==> src/rtl/msk_frm_pkg.sv <==
package msk_frm_pkg;
  typedef enum logic [2:0] {
    ST_IDLE,
    ST_PRE,
    ST_SYNC,
    ST_PAY,
    ST_EOT
  } frm_state_t;
endpackage

==> src/rtl/msk_frm_counter.sv <==
module msk_frm_counter #(
  parameter int W = 12
) (
  input  logic         clk,
  input  logic         rst_n,
  input  logic         clr,
  input  logic         adv,
  input  logic [W-1:0] last_idx,
  output logic [W-1:0] idx,
  output logic         at_end
);
  assign at_end = (idx == last_idx);

  always_ff @(posedge clk) begin
    if (!rst_n || clr) idx <= '0;
    else if (adv)      idx <= at_end ? '0 : idx + 1'b1;
  end
endmodule

==> src/rtl/msk_frm_bitsel.sv <==
module msk_frm_bitsel
  import msk_frm_pkg::*;
#(
  parameter int                   IDX_W     = 12,
  parameter int                   SYNC_BITS = 16,
  parameter logic [SYNC_BITS-1:0] SYNC_WORD = 16'hE5A3,
  parameter int                   EOT_BITS  = 4,
  parameter logic [EOT_BITS-1:0]  EOT_PAT   = 4'b1010
) (
  input  frm_state_t       state,
  input  logic [IDX_W-1:0] idx,
  input  logic             pay_bit,
  output logic             bit_o
);
  localparam int SW = (SYNC_BITS > 1) ? $clog2(SYNC_BITS) : 1;
  localparam int EW = (EOT_BITS > 1) ? $clog2(EOT_BITS) : 1;

  logic [(1<<SW)-1:0] sync_rev;
  logic [(1<<EW)-1:0] eot_rev;

  // Reverse both patterns so the bit index within the segment selects
  // them most significant bit first; unused tail positions read 0.
  for (genvar g = 0; g < (1<<SW); g++) begin : g_sync
    if (g < SYNC_BITS) begin : g_used
      assign sync_rev[g] = SYNC_WORD[SYNC_BITS-1-g];
    end else begin : g_pad
      assign sync_rev[g] = 1'b0;
    end
  end
  for (genvar g = 0; g < (1<<EW); g++) begin : g_eot
    if (g < EOT_BITS) begin : g_used
      assign eot_rev[g] = EOT_PAT[EOT_BITS-1-g];
    end else begin : g_pad
      assign eot_rev[g] = 1'b0;
    end
  end

  always_comb begin
    case (state)
      ST_PRE:  bit_o = ~idx[1];
      ST_SYNC: bit_o = sync_rev[idx[SW-1:0]];
      ST_PAY:  bit_o = pay_bit;
      ST_EOT:  bit_o = eot_rev[idx[EW-1:0]];
      default: bit_o = 1'b0;
    endcase
  end
endmodule

==> src/rtl/msk_burst_framer.sv <==
module msk_burst_framer
  import msk_frm_pkg::*;
#(
  parameter int                   FRAME_BITS = 2168,
  parameter int                   SYNC_BITS  = 16,
  parameter logic [SYNC_BITS-1:0] SYNC_WORD  = 16'hE5A3,
  parameter int                   EOT_BITS   = 4,
  parameter logic [EOT_BITS-1:0]  EOT_PAT    = 4'b1010
) (
  input  logic clk,
  input  logic rst_n,
  input  logic start_i,
  input  logic bit_en_i,
  input  logic pl_valid_i,
  input  logic pl_data_i,
  input  logic pl_last_i,
  output logic pl_ready_o,
  output logic tx_bit_o,
  output logic tx_stb_o,
  output logic busy_o,
  output logic underrun_o
);
  localparam int IDX_W    = $clog2(FRAME_BITS);
  localparam int PAY_BITS = FRAME_BITS - SYNC_BITS;

  frm_state_t       state;
  logic             last_seen;
  logic [IDX_W-1:0] idx, seg_last;
  logic             at_end, adv, take, pay_bit, nxt_bit, ends_data;

  always_comb begin
    case (state)
      ST_SYNC: seg_last = IDX_W'(SYNC_BITS - 1);
      ST_PAY:  seg_last = IDX_W'(PAY_BITS - 1);
      ST_PRE,
      ST_EOT:  seg_last = IDX_W'(FRAME_BITS - 1);
      default: seg_last = '0;
    endcase
  end

  assign adv        = bit_en_i && (state != ST_IDLE);
  assign pl_ready_o = (state == ST_PAY) && bit_en_i && !last_seen;
  assign take       = pl_ready_o && pl_valid_i;
  assign pay_bit    = take && pl_data_i;
  assign ends_data  = last_seen || (take && pl_last_i);
  assign busy_o     = (state != ST_IDLE);

  msk_frm_counter #(.W(IDX_W)) u_cnt (
    .clk      (clk),
    .rst_n    (rst_n),
    .clr      (state == ST_IDLE),
    .adv      (adv),
    .last_idx (seg_last),
    .idx      (idx),
    .at_end   (at_end)
  );

  msk_frm_bitsel #(
    .IDX_W     (IDX_W),
    .SYNC_BITS (SYNC_BITS),
    .SYNC_WORD (SYNC_WORD),
    .EOT_BITS  (EOT_BITS),
    .EOT_PAT   (EOT_PAT)
  ) u_sel (
    .state   (state),
    .idx     (idx),
    .pay_bit (pay_bit),
    .bit_o   (nxt_bit)
  );

  always_ff @(posedge clk) begin
    if (!rst_n) begin
      state     <= ST_IDLE;
      last_seen <= 1'b0;
    end else begin
      if (take && pl_last_i) last_seen <= 1'b1;
      case (state)
        ST_IDLE: if (start_i) begin
          state     <= ST_PRE;
          last_seen <= 1'b0;
        end
        ST_PRE:  if (adv && at_end) state <= ST_SYNC;
        ST_SYNC: if (adv && at_end) state <= ST_PAY;
        ST_PAY:  if (adv && at_end) state <= ends_data ? ST_EOT : ST_SYNC;
        ST_EOT:  if (adv && at_end) state <= ST_IDLE;
        default: state <= ST_IDLE;
      endcase
    end
  end

  always_ff @(posedge clk) begin
    if (!rst_n) begin
      tx_bit_o   <= 1'b0;
      tx_stb_o   <= 1'b0;
      underrun_o <= 1'b0;
    end else begin
      tx_stb_o   <= adv;
      underrun_o <= pl_ready_o && !pl_valid_i;
      if (adv) tx_bit_o <= nxt_bit;
    end
  end
endmodule

==> config.mk <==
export PLATFORM = sky130hd
export DESIGN_NAME = msk_burst_framer
export DESIGN_NICKNAME = d
export VERILOG_FILES = /design/src/rtl/msk_frm_pkg.sv /design/src/rtl/msk_frm_counter.sv /design/src/rtl/msk_frm_bitsel.sv /design/src/rtl/msk_burst_framer.sv
export SDC_FILE = /design/constraint.sdc
export NUM_CORES = 1
export LEC_CHECK = 0
export ABC_AREA = 1
export BUFFER_PORTS_ARGS = -buffer_cell sky130_fd_sc_hd__buf_2
export CAP_MARGIN = 20
export CORE_UTILIZATION = 30
export CTS_CLUSTER_SIZE = 40
export DETAILED_ROUTE_END_ITERATION = 6
export GPL_ROUTABILITY_DRIVEN = 1
export PLACE_DENSITY = 0.51
export SYNTH_ARGS = -nofsm -noshare
export SYNTH_HDL_FRONTEND = slang
export SYNTH_SLANG_ARGS = --single-unit
==> constraint.sdc <==
create_clock -name clk -period 4.77 [get_ports clk]
set_clock_uncertainty 0.15 [all_clocks]
set_input_delay 0.477 -clock clk [delete_from_list [all_inputs] [get_ports clk]]
set_output_delay 0.477 -clock clk [all_outputs]
set_load 0.005 [all_outputs]
## After elaboration in Yosys (flattened, before gate mapping)

Memories as Yosys holds them, arrays and structs flattened. A register that Yosys moved wholly into a read port is not among the register bits.
Index checks and enable logic that the tools add are counted.

| operators by class | value |
|---|---|
| add/subtract/negate cells | 1 |
| multiplexer cells | 18 |
| order comparisons | 2 |
| bitwise gates (word level) | 1 |
| eq/ne operators | 10 |
| reduce and logical (&&, ||, !) cells | 17 |

Operator list:

| kind | count |
|---|---|
| $pmux 12 s3 | 1 |
| $mux 3 | 6 |
| $pmux 3 s5 | 1 |
| $add 12x1->12 const B | 1 |
| $eq 12x12->1 | 1 |
| $mux 12 | 1 |
| $logic_and 1x1->1 | 8 |
| $mux 4 | 2 |
| $ne 2x2->1 const B | 4 |
| $eq 3x2->1 const B | 2 |
| $lt 4x5->1 const B | 1 |
| $mux 1 | 5 |
| $reduce_and 5->1 | 1 |
| $pmux 1 s4 | 1 |
| $eq 3x1->1 const B | 1 |
| $eq 3x3->1 const B | 1 |
| $logic_not 1->1 | 3 |
| $logic_not 3->1 | 1 |
| $lt 2x3->1 const B | 1 |
| $reduce_bool 3->1 | 1 |
| $bmux 1 s2 | 1 |
| $logic_or 1x1->1 | 2 |
| $ne 2x1->1 const B | 1 |
| $reduce_or 2->1 | 1 |
| $not 1->1 | 1 |

| word-level totals | value |
|---|---|
| input bits | 7 |
| flip-flop bits (word level) | 19 |
| word-level logic and storage cells | 56 |
| output and inout port bits | 5 |
| ROM bits | 16 |
| memories | 1 |

Memory list:

| memory | depth | width | read ports | clocked after memory_dff | wr ports | RTL line | RTL |
|---|---|---|---|---|---|---|---|
| (name not given) | 16 | 1 | 1 | 1 | 0 | msk_frm_bitsel.sv:41 | `ST_SYNC: bit_o = sync_rev[idx[SW-1:0]];` |

## Depth between registers and ports, before layout

Gate-level depths: netlist (run 1).

| depth | value |
|---|---|
| depth in word-level cells | 9 |
| mapped depth | 12 |
| gate-level depth less buffers | 11 |

## Hierarchy

A second synthesis (run 1) with hierarchy kept.

| unflattened totals | value |
|---|---|
| cell total of the unflattened synthesis | 207 |
| area total of the unflattened synthesis | 1302.5 µm² |

By module, submodules not included:

| module | times used | sequential area each (µm²) | area each (µm²) | cells each |
|---|---|---|---|---|
| msk_frm_counter | 1 | 240.2 | 773.2 | 123 |
| msk_burst_framer | 1 | 140.1 | 425.4 | 60 |
| msk_frm_bitsel | 1 | 0.0 | 103.8 | 24 |

## Worst setup path before layout (run 1)

No wires, ideal clock.

| timing path | value |
|---|---|
| path type | register to register |
| from | reg state[0] |
| to | reg state[2] |
| path buffers | 0 |
| slack | 3.113 ns |
| cell stages (with the launch flop) | 11 |
| arrival time | 1.392 ns |
| data required time | 4.505 ns |
| path through | dfxtp_1 -> nor2_1 -> nand2_2 -> nand2_1 -> nand2_2 -> nor2_4 -> nand4_4 -> nand2_2 -> nand2_1 -> o21ai_1 -> nor2_1 |

| on the way | value |
|---|---|
| word-level cells in the longest chain between the ends | 9 |
| elaborated cells between the ends (all ways) | 25 |
| classes of those cells | eq/ne: 10; mux: 4; reduce/logical: 11 |

RTL lines:

| what | RTL line | RTL |
|---|---|---|
| start: declaration | msk_burst_framer.sv:26 | `frm_state_t state;` |
| start signal: assignment | msk_burst_framer.sv:84 | `ST_PAY: if (adv && at_end) state <= ends_data ? ST_EOT : ST_SYNC;` |
| parallel branches: the longest is 9 deep, another holds $pmux 12 s3 | n/a |  |

Parallel ways; which one is timed is not known. The select of a mux whose other input is x is not followed.
A chain may end at the register's enable or synchronous reset.

## Final worst setup path (run 1)

| timing path | value |
|---|---|
| from | reg state[1] |
| to | out pl_ready_o |

| on the way | value |
|---|---|
| word-level cells in the longest chain between the ends | 3 |

RTL lines:

| what | RTL line | RTL |
|---|---|---|
| $eq 3x2->1 | msk_burst_framer.sv:42 | `assign pl_ready_o = (state == ST_PAY) && bit_en_i && !last_seen;` |
| $logic_and 1x1->1 (2 in series) | msk_burst_framer.sv:42 |  |
| end: declaration | msk_burst_framer.sv:17 | `output logic pl_ready_o,` |

Every way passes these cells.

==> flow_summary.json, run 1 <==
{
  "status": "complete, no violations",
  "critPathTopFamily": "flip-flops",
  "reg2reg_setup_slack_ns": 2.89,
  "drv_slew": 0,
  "nets": 189,
  "fin_crit_sh": 0.4013,
  "crit_chain": "nand3_1 -> nor3_2 -> buf_2",
  "ios": 12,
  "vias_per_cell": 4.655,
  "ir_worst_vdd_v": 0.0001849,
  "drtIter0Drc": 24,
  "power_density_nw_per_um2": 455.6,
  "coreArea_um2": 3771,
  "cts_resized": 0,
  "switchingPower_mw": 0.2641,
  "grt_pass1_vias": 999,
  "syn_to_final_growth_pct": 13.66,
  "hpwl_mm": 1.982,
  "clockPowerShare": 0.205,
  "wl_per_cell_um": 10.56,
  "setup_violations": 0,
  "synth_area_per_cell_um2": 7.370,
  "worst_pin_slew_ns": 0.4247,
  "cts_hold_buf": 0,
  "clk_path_buf_depth": 2,
  "hold_viol": 0,
  "fillers": 398,
  "grt_pass1_wl_mm": 4.326,
  "rows": 22,
  "fmax_ghz": 0.5224,
  "critPathMaxFanout": 8,
  "criticalPathCategory": "reg -> out",
  "netlist_instances": 164,
  "p_int_mw": 0.3618,
  "gp_congestion": 0.7837,
  "synth_seq_cells": 20,
  "fp.dieW_um": 65.48,
  "final_area_um2": 1374,
  "synth_seq_area_share": 0.3313,
  "first_pass_iters": 4,
  "hold_class": "in -> reg",
  "die_h_um": 65.48,
  "clkSinkCount": 20,
  "dpl-instance-area_um2": 1319,
  "gr-usage-all-layers": 0.1307,
  "start_util": 0.3205,
  "required_ns": 4.14,
  "route.vias.total": 1052,
  "pwr-share-seq": 0.351,
  "rsz0062_at_grt": "no",
  "end_kind": "output port",
  "htree_levels": 1,
  "switching_share": 0.4220,
  "synth_cell_types": 32,
  "insertedDiodeCount": 0,
  "ys.warnings.count": 0,
  "whs_ns": 0.2540,
  "die-area_um2": 4287,
  "drive_gt1_frac": 0.2022,
  "totalWireLength_mm": 2.387,
  "clk_pin_slew_ns": 0.07,
  "worst-path-buf-inv": 1,
  "drc_errors": 0,
  "netlist_area_um2": 1209,
  "cts_tree": "built",
  "drv_cap": 0,
  "tns_ns": 0,
  "ctsRootBufferMaster": "clkbuf_8",
  "insertion_delay_ns": 0.26,
  "synth_fp_nets": 174,
  "fin_crit_ns": 1.914,
  "cts_buffers": 3,
  "antenna_found_initial": 0,
  "ant_nets": 0,
  "slew_headroom": 0.7158,
  "cts_setup_buffers": 0,
  "crit_arrival_ns": 1.29,
  "power.leakage_nw": 0.6013,
  "grt_max_degree": 12,
  "critPathSlowestCell": "dfxtp_1",
  "cp_slowest_stage_delay_ns": 0.51,
  "grt.overflow.total": 0,
  "p_comb_frac": 0.444,
  "io_buffers": 11,
  "cp-start-kind": "flop"
}
==> Yosys cell counts, drive strengths merged <==
library cell / count / area (um^2)
nand2: 33 / 156.4
inv: 26 / 97.60
nor2: 21 / 103.9
dfxtp: 20 / 400.4
nand3: 20 / 120.1
a21oi: 7 / 35.03
nor3: 7 / 51.30
nand4: 6 / 52.55
xor2: 6 / 52.55
ha: 3 / 37.54
o21ai: 3 / 15.01
o21bai: 2 / 15.01
a221oi: 1 / 8.760
clkbuf: 1 / 5.000
nand3b: 1 / 7.510
nor3b: 1 / 7.510
nor4: 1 / 6.260
o2111ai: 1 / 8.760
o211ai: 1 / 7.510
o21a: 1 / 7.510
o22ai: 1 / 6.260
or2: 1 / 6.260
==> routing by layer <==
| layer | wire (um) | global-route usage | part of all wire |
|---|---|---|---|
| met1 | 1216 | 0.1605 | 0.51 |
| met4 | 35 | 0.05707 | 0.015 |
| met5 | 0 | 0 | 0 |
| met3 | 45 | 0.02604 | 0.019 |
| met2 | 1090 | 0.2191 | 0.46 |
==> worst register-to-register path, delay by kind of cell, from the launching register on <==
kind | cells | cell delay [ns]
AND/OR/NAND/NOR | 9 | 1.11
flip-flops | 1 | 0.40
AO/OA/AOI/OAI | 1 | 0.12
==> flip-flops by register name (all words and copies together) (netlist names), named ones only <==
signal	flops
tx_stb_o	1
underrun_o	1
u_cnt.idx	12
tx_bit_o	1
state	3
last_seen	1
==> stage by stage <==
step	util	setup slack (ns)	total power, mW	cells
after floorplan	-	3.113	0.4429	164
after global placement	0.3497	2.881	0.5055	222
after detailed placement	0.3497	2.892	0.5046	222
after CTS	0.3643	2.847	0.6331	226
after global routing	0.3643	2.640	0.6787	226
final	0.3643	2.856	0.6259	226
==> worst paths after layout <==
| kind | start | to | cells after the start |
|---|---|---|---|
| max | state[1] | pl_ready_o | 3 |
| min | pl_valid_i | underrun_o | 2 |
| max reg2reg | state[0] | state[2] | 10 |
| min reg2reg | u_cnt.idx[9] | u_cnt.idx[9] | 2 |
==> final cells by class <==
type	instances	area, um^2	share of cell area
Multi-Input combinational cell	117	705.7	0.5137
Timing Repair Buffer	11	55.05	0.04007
Clock buffer	4	55.05	0.04007
Sequential cell	20	400.4	0.2914
Inverter	26	97.59	0.07104
Tap cell	48	60.06	0.04372
==> cell usage in the layout, fill, tap and decap left out, types with 5 or more instances in the layout <==
cell,netlist,final
a21oi_1,7,7
nor3_1,5,5
inv_1,24,24
nand4_1,5,5
nand2_1,26,26
nor2_1,17,17
nand3_1,16,16
dfxtp_1,20,20
buf_2,0,11
xor2_1,6,6
==> cells by family after synthesis <==
family                     share of synthesized area
xor gates and xnor gates                     0.04348
adders and majority gates                    0.03106
buffers and inverters                        0.08489
DFF                                           0.3313
and+or+nand+nor                               0.4234
AOI/OAI and AO/OA                            0.08592
==> power groups by stage <==
stage / clock network (mW) / logic [mW] / registers [mW]
3_5_place_dp: 0 / 0.281 / 0.224
4_1_cts: 0.132 / 0.282 / 0.219
2_1_floorplan: 0 / 0.232 / 0.211
6_report: 0.128 / 0.278 / 0.220
5_1_grt: 0.139 / 0.316 / 0.224
3_3_place_gp: 0 / 0.282 / 0.223
(Power assumes the default switching activity.)
==> run 2: changes to the inputs <==
--- a/config.mk
+++ b/config.mk
@@ -5,7 +5,7 @@
 export SDC_FILE = /design/constraint.sdc
 export NUM_CORES = 1
 export LEC_CHECK = 0
-export ABC_AREA = 1
+export ABC_AREA = 0
 export BUFFER_PORTS_ARGS = -buffer_cell sky130_fd_sc_hd__buf_2
 export CAP_MARGIN = 20
 export CORE_UTILIZATION = 30
==> constraint.sdc (replaced) <==
create_clock -name clk -period 1.9 [get_ports clk]
set_clock_uncertainty 0.15 [all_clocks]
set_input_delay 0.19 -clock clk [delete_from_list [all_inputs] [get_ports clk]]
set_output_delay 0.19 -clock clk [all_outputs]
set_load 0.005 [all_outputs]
==> run 2 against run 1 <==
  * The run now ends with setup timing left
  * Global-route usage increased by 3.0 points
  * Critical endpoint is now u_cnt.idx[10]
  * Critical path type is now reg -> reg
  * Highest routed layer unchanged
  * Count of clock-buffer cells in the layout decreased by 1
  * Synthesized area decreased by 1.6%
==> flow_summary.json, run 2 <==
{
  "status": "finished with violations",
  "failed_checks": "setup timing",
  "criticalPathCategory": "reg -> reg",
  "p_int_mw": 0.6401,
  "drv_slew": 0,
  "worst_pin_slew_ns": 0.2935,
  "largest_register_ffs": 12,
  "cp-start-kind": "flop",
  "placed_cells": 222,
  "totalWireLength_mm": 3.380,
  "hold_viol": 0,
  "required_ns": 1.91,
  "synth_fp_nets": 151,
  "instances_no_fill": 234,
  "netlist_area_um2": 1190,
  "yosys-top-cells-area": "dfxtp_1 34%, nor2_1 6.0%, xnor2_1 5.2%, xor2_1 4.4%, nand2_1 3.5%",
  "io_buffers": 11,
  "synth_seq_cells": 20,
  "synth_top_area_share": 0.3365,
  "power_density_nw_per_um2": 488.7,
  "fin_crit_sh": 1.009,
  "slew_headroom": 0.8019,
  "critPathTopFamily": "compound AO/OA/AOI/OAI gates",
  "cts_tree": "built",
  "drc_errors": 0,
  "start_util": 0.3178,
  "dpl-instance-area_um2": 1485,
  "p_comb_frac": 0.177,
  "hpwl_mm": 2.338,
  "largest_registers": "u_cnt.idx (12), state (3)",
  "synth_area_per_cell_um2": 8.439,
  "final_common_cell": "buf_4",
  "yosysTopAreaCell": "dfxtp_1",
  "setup_violations": 7,
  "synth_edf_count": 0,
  "vias_per_cell": 5.150,
  "crit_top_cell": "buf_6",
  "cp_slowest_stage_delay_ns": 0.38,
  "hold_class": "in -> reg",
  "grt_pass1_wl_mm": 5.175,
  "gr-usage-all-layers": 0.1605,
  "antenna_found_initial": 0,
  "syn_to_final_growth_pct": 48.79,
  "grt_max_degree": 11,
  "fillers": 386,
  "drv_cap": 0,
  "clkSinkCount": 20,
  "crit_chain": "buf_6 -> nor3b_4 -> o2111a_1 -> o22ai_2 -> o211ai_2 -> buf_6 -> nor2_1",
  "final_area_um2": 1770,
  "grt_pass1_vias": 1141,
  "first_pass_iters": 4,
  "synth_cell_types": 44,
  "insertedDiodeCount": 0,
  "ys.warnings.count": 0,
  "fp.dieW_um": 64.98,
  "switching_share": 0.2602,
  "clk_path_buf_depth": 2,
  "gp_congestion": 0.8144,
  "ios": 12,
  "switchingPower_mw": 0.2252,
  "worst-path-buf-inv": 2,
  "pwr-share-seq": 0.495,
  "ant_nets": 0,
  "ctsRootBufferMaster": "clkbuf_8",
  "coreArea_um2": 3744,
  "critPathMaxFanout": 7,
  "rsz0062_at_grt": "yes",
  "fin_crit_ns": 1.917,
  "critPathSlowestCell": "dfxtp_4",
  "final_cell_mix": "32 x buf_4, 13 x nor2_1, 13 x dfxtp_1",
  "crit_arrival_ns": 1.92,
  "synthFlopType": "dfxtp_1",
  "nets": 198,
  "power.leakage_nw": 0.7169,
  "drtIter0Drc": 49,
  "htree_levels": 1,
  "netlist_instances": 141,
  "clk_pin_slew_ns": 0.08,
  "fin_util": 0.4729,
  "ys_top_cells_by_count": "20 x dfxtp_1, 19 x nor2_1, 11 x nand2_1",
  "route.vias.total": 1205,
  "die_h_um": 64.98,
  "synth_seq_area_share": 0.3365,
  "regMostFlops": "u_cnt.idx",
  "insertion_delay_ns": 0.26,
  "yosysMostFrequentCell": "dfxtp_1",
  "wl_per_cell_um": 14.44,
  "cts_buffers": 3,
  "setup_ws_ns": -0.01695,
  "rows": 22,
  "grt.overflow.total": 0,
  "ir_worst_vdd_v": 0.0002921,
  "fmax_ghz": 0.5217,
  "final-seq-area_um2": 416.7,
  "die-area_um2": 4222,
  "end_kind": "flop",
  "multi_input_area_um2": 852.1,
  "drive_gt1_frac": 0.4624,
  "clockPowerShare": 0.328,
  "async_flop_share": 0
}
[run 2: power by group through the flow]
stage,Sequential (mW),Clock [mW],Combinational (mW)
finish,0.428,0.284,0.153
global route,0.429,0.322,0.165
CTS,0.431,0.297,0.122
detailed placement,0.441,0,0.116
global placement,0.441,0,0.115
floorplan,0.439,0,0.0676
[run 2: through the flow]
stage / setup WS, ns / TNS [ns] / hold slack [ns] / power [mW]
floorplan: 0.004146 / 0 / 0.1161 / 0.5068
global placement: -0.1810 / -2.028 / 0.2395 / 0.5559
detailed placement: -0.1732 / -1.817 / 0.2485 / 0.5573
CTS: -0.02786 / -0.02786 / 0.1077 / 0.8505
global route: -0.08838 / -1.102 / 0.1085 / 0.9163
finish: -0.01695 / -0.05750 / 0.1121 / 0.8653
[run 2: worst paths after layout]
kind	endpoint	depth (start not counted)	slack (ns)	from
worst max-delay path	u_cnt.idx[10]	7	-0.02	state[1]
worst min-delay path	last_seen	2	0.11	rst_n
worst max register to register	u_cnt.idx[10]	7	-0.02	state[1]
worst min register to register	tx_bit_o	1	0.40	tx_bit_o
[run 2: area by class of cell]
class                   count  area share
clock buffers               3     0.02332
inverters                   8     0.01696
multi-input cells         106      0.4813
flip-flops and latches     20      0.2353
well taps                  48     0.03392
repair buffers             49      0.2092
[run 2: kinds of logic after synthesis]
| family | Yosys count | synth area share |
|---|---|---|
| flip-flops | 20 | 0.3365 |
| XOR/XNOR | 13 | 0.09569 |
| AND/OR/NAND/NOR | 61 | 0.2650 |
| AO/OA/AOI/OAI | 29 | 0.2145 |
| adder cells (fa/ha/maj) | 3 | 0.03155 |
| buffers and inverters | 15 | 0.05678 |
[run 2: repair_timing]
item                                    4_1_cts  5_1_grt
hold buffers                                  1        0
gates cloned                                  0        0
endpoints found under the setup margin       17       16
endpoints found under the hold margin         1        0
resized for setup                            10       33
pin swaps                                     2       15
setup buffers                                 0        8
[run 2: metal layers]
| metal | vias to the layer above | part of all wire | wire [um] | GRT usage |
|---|---|---|---|---|
| li1 | 598 | - | - | - |
| met1 | 574 | 0.43 | 1455 | 0.1837 |
| met2 | 28 | 0.52 | 1750 | 0.2891 |
| met3 | 5 | 0.043 | 145 | 0.04225 |
| met4 | 0 | 0.0086 | 29 | 0.04444 |
| met5 | - | 0 | 0 | 0 |
